### src/rtl/pme_pkg.sv
package pme_pkg;

  localparam int unsigned REG_W = 32;

  typedef logic [REG_W-1:0] word_t;

  // Bits below n set, the rest clear.
  function automatic word_t low_mask(input int unsigned n);
    word_t m;
    m = '0;
    for (int unsigned i = 0; i < REG_W; i++) begin
      if (i < n) m[i] = 1'b1;
    end
    return m;
  endfunction

  // Sticky flag update: capture wins over a same-cycle clear.
  function automatic word_t flag_update(input word_t cur, input word_t set_v,
                                        input word_t clr_v, input word_t impl);
    return ((cur & ~clr_v) | set_v) & impl;
  endfunction

  // Enable update: write first, then the standby wipe of the working domain.
  function automatic word_t enable_update(input word_t cur, input word_t wdata,
                                          input logic wr, input logic stby,
                                          input word_t work_m);
    word_t nxt;
    nxt = wr ? wdata : cur;
    if (stby) nxt = nxt & ~work_m;
    return nxt;
  endfunction

endpackage

### src/rtl/pme_addr_decode.sv
module pme_addr_decode #(
  parameter int unsigned     ADDR_W  = 8,
  parameter logic [ADDR_W-1:0] STS_OFF = 8'h18,
  parameter logic [ADDR_W-1:0] EN_OFF  = 8'h1C
) (
  input  logic [ADDR_W-1:0]   addr,
  input  logic                we,
  input  logic [pme_pkg::REG_W-1:0] wdata,
  input  logic [pme_pkg::REG_W-1:0] sts_val,
  input  logic [pme_pkg::REG_W-1:0] en_val,
  output logic                en_wr,
  output logic [pme_pkg::REG_W-1:0] sts_clr,
  output logic [pme_pkg::REG_W-1:0] rdata
);
  logic hit_sts;
  logic hit_en;

  assign hit_sts = (addr == STS_OFF);
  assign hit_en  = (addr == EN_OFF);
  assign en_wr   = we && hit_en;
  assign sts_clr = (we && hit_sts) ? wdata : '0;

  always_comb begin
    unique case (1'b1)
      hit_sts: rdata = sts_val;
      hit_en:  rdata = en_val;
      default: rdata = '0;
    endcase
  end
endmodule

### src/rtl/pme_flag_bank.sv
module pme_flag_bank #(
  parameter logic [pme_pkg::REG_W-1:0] IMPL_MASK = 32'hFF00_003F
) (
  input  logic clk,
  input  logic rst_n,
  input  logic [pme_pkg::REG_W-1:0] set_v,
  input  logic [pme_pkg::REG_W-1:0] clr_v,
  output logic [pme_pkg::REG_W-1:0] flags
);
  import pme_pkg::*;

  word_t flags_nxt;

  assign flags_nxt = flag_update(flags, set_v, clr_v, IMPL_MASK);

  always_ff @(posedge clk) begin
    if (!rst_n) flags <= '0;
    else        flags <= flags_nxt;
  end
endmodule

### src/rtl/pme_enable_reg.sv
module pme_enable_reg #(
  parameter int unsigned WORK_BITS = 24
) (
  input  logic clk,
  input  logic rst_n,
  input  logic wr,
  input  logic stby,
  input  logic [pme_pkg::REG_W-1:0] wdata,
  output logic [pme_pkg::REG_W-1:0] en
);
  import pme_pkg::*;

  localparam word_t WORK_MASK = low_mask(WORK_BITS);

  word_t en_nxt;

  assign en_nxt = enable_update(en, wdata, wr, stby, WORK_MASK);

  always_ff @(posedge clk) begin
    if (!rst_n) en <= '0;
    else        en <= en_nxt;
  end
endmodule

### src/rtl/pme_combine.sv
module pme_combine (
  input  logic clk,
  input  logic rst_n,
  input  logic [pme_pkg::REG_W-1:0] flags,
  input  logic [pme_pkg::REG_W-1:0] en,
  output logic hit,
  output logic req_q
);
  assign hit = |(flags & en);

  always_ff @(posedge clk) begin
    if (!rst_n) req_q <= 1'b0;
    else        req_q <= hit;
  end
endmodule

### src/rtl/pme_gate_unit.sv
module pme_gate_unit #(
  parameter int unsigned       ADDR_W    = 8,
  parameter logic [ADDR_W-1:0] STS_OFF   = 8'h18,
  parameter logic [ADDR_W-1:0] EN_OFF    = 8'h1C,
  parameter int unsigned       WORK_BITS = 24,
  parameter logic [31:0]       IMPL_MASK = 32'hFF00_003F
) (
  input  logic              clk,
  input  logic              rst_n,
  input  logic [ADDR_W-1:0] bus_addr,
  input  logic              bus_we,
  input  logic [31:0]       bus_wdata,
  output logic [31:0]       bus_rdata,
  input  logic [31:0]       evt_in,
  input  logic              standby,
  output logic              pme_out
);
  import pme_pkg::*;

  // Named internal events, visible to the checker.
  word_t flags_q;
  word_t en_q;
  word_t clr_vec;
  logic  en_wr;
  logic  any_hit;

  pme_addr_decode #(
    .ADDR_W (ADDR_W),
    .STS_OFF(STS_OFF),
    .EN_OFF (EN_OFF)
  ) u_dec (
    .addr   (bus_addr),
    .we     (bus_we),
    .wdata  (bus_wdata),
    .sts_val(flags_q),
    .en_val (en_q),
    .en_wr  (en_wr),
    .sts_clr(clr_vec),
    .rdata  (bus_rdata)
  );

  pme_flag_bank #(.IMPL_MASK(IMPL_MASK)) u_flags (
    .clk  (clk),
    .rst_n(rst_n),
    .set_v(evt_in),
    .clr_v(clr_vec),
    .flags(flags_q)
  );

  pme_enable_reg #(.WORK_BITS(WORK_BITS)) u_en (
    .clk  (clk),
    .rst_n(rst_n),
    .wr   (en_wr),
    .stby (standby),
    .wdata(bus_wdata),
    .en   (en_q)
  );

  pme_combine u_comb (
    .clk  (clk),
    .rst_n(rst_n),
    .flags(flags_q),
    .en   (en_q),
    .hit  (any_hit),
    .req_q(pme_out)
  );
endmodule

### config.mk
export PLATFORM = sky130hd
export DESIGN_NAME = pme_gate_unit
export DESIGN_NICKNAME = d
export VERILOG_FILES = /design/src/rtl/pme_pkg.sv /design/src/rtl/pme_addr_decode.sv /design/src/rtl/pme_flag_bank.sv /design/src/rtl/pme_enable_reg.sv /design/src/rtl/pme_combine.sv /design/src/rtl/pme_gate_unit.sv
export SDC_FILE = /design/constraint.sdc
export NUM_CORES = 1
export LEC_CHECK = 0
export BUFFER_PORTS_ARGS = -buffer_cell sky130_fd_sc_hd__buf_2
export CORE_MARGIN = 8
export CORE_UTILIZATION = 40
export DETAILED_ROUTE_END_ITERATION = 10
export PLACE_DENSITY = 0.72
export SYNTH_ARGS = -nofsm -noshare
export SYNTH_HDL_FRONTEND = slang
export SYNTH_SLANG_ARGS = --single-unit
### constraint.sdc
create_clock -name clk -period 1.3 [get_ports clk]
set_input_delay 0 -clock clk [delete_from_list [all_inputs] [get_ports clk]]
set_output_delay 0 -clock clk [all_outputs]
set_load 0.05 [all_outputs]
==> impl_results.md <==
- Total gr overflow: 0
- Final non-filler cell total: approximately 500
- TritonCTS clock tree: built
- DR pass1 iterations: 4
- IO Port Bufs: 90
- Worst Path Max Fanout: 8
- Crit path buf inv count: 4
- Post-Synth XOR/XNOR Area: 0%
- Critical-path top delay cell: or4b_4
- N_diodes: 0
- Leak Pwr: ~0.0018 uW
- Chip height: 93.8 um
- GP Congestion: 0.776
- Clock transition at path regs: 90 ps
- Vias/cell: 5.42
- Unrepaired setup endpoints after global routing: true
- Reg2reg start: u_flags.flags[26]
- Post-Syn Area: 2420 um2
- Area grow syn2layout: 78.9%
- Post-Syn Area per Cell: just under 9 um2
- Setup crit end kind: output pin
- Worst-path cell chain: buf_6, or4b_4, buf_4, nor2_4, bufbuf_16, a22o_4, buf_8
- Max Buffers Root-to-Sink: 2
- Crit path time final: between 1500 and 2000 ps
- Failing checks: negative setup slack
- Synth Net Count: 348
- Post-Synth Simple-Gate Area: 29.9%
- Initial DRC count: 92
- R2R Path End: u_comb.req_q
- Remaining DRCs: 0
- Synth cell types: 22
- Placed Instances: ~430
- Layout net count: 496
- Io pins: around 110
- Critical Path Start Type: input port
- FF-to-FF path depth: 3
- Maximum clock rate: 0.652 GHz
- Mux contribution to synthesized area: 13.2%
- Avg WL per Cell: 18.3 um
- Final setup violation count: 39
- Via count: 2,687
- WP data arrival: between 1500 and 2000 ps
- CP Launch Point: bus_addr[7]
- Sequential-to-total area share from yosys stat: 38.8%
- Storage element area: roughly 940 um2
- Most common cell after layout, fill and taps aside: buf_2
- Met2 Use GR: between 30% and 40%
- Slew headroom: 76.5%
- Worst setup margin: -234 ps
- TritonCTS buffer count: 5
- FILL cells: slightly below 400
- First-pass GRT wire length: 14,400 um
- Slew Viols, Final: 0
- Antenna violations before repair: 0
- Crit share post-route: 118%
- Synth Register Bits: between 40 and 50
- Sink Count: 47
- Final hold vios: 0
- Met1 usage: 22.6%
- Worst path max stage delay: 550 ps
- Layout cell share with drive strength beyond 1: 39.2%
- Core Area: 5890 um2
- GR peak layer: met2
- Vias in the first global route: 2,829
- Post-synthesis adder-cell area fraction: 0%
- Status: complete, but fails checks
- Row count: 28
- Die Area: 8800 um2
- Post-route ant nets: 0
- Pre-CTS WS: -321 ps
- Post-Syn Instances: 272
- Worst vdd ir: ~680 uV
- Clock latency on the worst-skew pair: around 300 ps
- WL final: 9100 um
- Max-cap violations: 0
- Crit Path Class: in -> out
- Critical Path RT: 1300 ps
- Crit path capture: bus_rdata[1]
- Internal reg-to-reg setup slack: 220 ps
- Initial Utilization: 41.2%
- Power per standard cell area: between 700 and 800 nW/um2
- Multi-input gate area: roughly 1500 um2
- Root buf cell: clkbuf_8
- Commonest cells after routing, fill and taps aside: buf_2 (56), nand3b_1 (48), dfxtp_1 (47)
- Largest net degree at the start of global routing: 49
- Least-Margin Pin Slew: 352 ps
- Final HPWL from detailed placement: 4490 um
- Total global-route track usage: 20.2%
- Complex-gate fraction of the synthesized area: a little over an eighth
- CP Depth: 7
- Skew final: 6.65 ps
- Top Family by Delay on Critical Path: buffers and inverters
- Hold Crit Class: in -> reg
- Setup TNS Final: -6900 ps
- Die W: between 90 and 100 um
- CTS H-Tree Depth: 2
- Ys Warns: 0
- M3 GR Usage: under 10%
- Largest family of logic cells by synthesized area: simple AND/OR/NAND/NOR gates
per-layer routing:
layer,share of wire [%],up-vias
li1,-,1265
met1,39,1285
met2,52,125
met3,7.5,12
met4,1.5,0
met5,0,-
per-stage QoR:
| step | area (um2) | hold WS (ps) | util (%) | power [uW] |
|---|---|---|---|---|
| 2_1_floorplan | 2530 | 142 | - | 1670 |
| 5_1_grt | 4330 | 31.9 | 73.6 | 3170 |
| 3_3_place_gp | 3120 | 264 | 53.1 | 1810 |
| 6_report | 4330 | 24.8 | 73.6 | 3050 |
| 3_5_place_dp | 3120 | 270 | 53.1 | 1810 |
| 4_1_cts | 4240 | 14.2 | 72.0 | 3040 |
worst min-delay path, stage by stage:
cell and delay (ps):
buf_2 120, nor2_1 90, a21oi_1 70
synth_stat cells:
master	count	area (um2)
o31a_1	1	8.76
buf_2	1	5.00
nand3b_1	48	360
nor4_4	1	21.3
a21oi_1	14	70.1
o21ai_0	14	70.1
buf_4	4	30.0
a22oi_1	7	52.6
nand3_1	1	5.00
a22o_1	14	123
or4bb_1	1	11.3
nor2_1	15	56.3
dfxtp_1	47	941
or4b_4	1	13.8
clkbuf_1	17	63.8
buf_6	1	11.3
inv_1	1	3.75
nand2b_1	1	6.26
mux2i_1	32	320
nand2_1	32	120
nor3_4	1	16.3
and2_1	18	113
worst min-delay path by stage:
stage                              from                to  slack (ps)  cells after the start
after floorplan           bus_wdata[24]       u_en.en[24]         140                      2
after global placement    bus_wdata[26]       u_en.en[26]         260                      3
after detailed placement  bus_wdata[25]       u_en.en[25]         270                      3
after CTS                     evt_in[3]  u_flags.flags[3]          10                      3
after global routing          evt_in[3]  u_flags.flags[3]          30                      3
final                         evt_in[3]  u_flags.flags[3]          20                      3
power by group:
group	leakage [uW]	internal, uW	switching (uW)
registers	0.000383	1470	32.3
clock network	0.0000612	623	508
logic	0.00139	238	182
total	0.00183	2330	723
repair_timing:
action | CTS | global route
setup buffers | 8 | 4
endpoints found under the setup margin | 35 | 70
pin swaps | 7 | 4
resized for setup | 101 | 14
hold endpoints to repair | 45 | 0
cloned | 4 | 3
hold buffers | 45 | 0
state kept, by name (all words and copies together) (netlist names):
| name | count |
|---|---|
| u_comb.req_q | 1 |
| u_en.en | 32 |
| u_flags.flags | 14 |
layout make-up:
class	instances	area share, %
Multi-Input combinational cell	201	35.5
Inverter	1	0.0866
Timing Repair Buffer	164	37.8
Clock buffer	6	1.91
Tap cell	75	2.17
Clock inverter	2	0.808
Sequential cell	47	21.7
logic make-up after synthesis:
kind of cell	after synthesis
compound gates	50
simple gates	119
mux	32
buf+inv	24
flops	47
(Power assumes the default switching activity.)
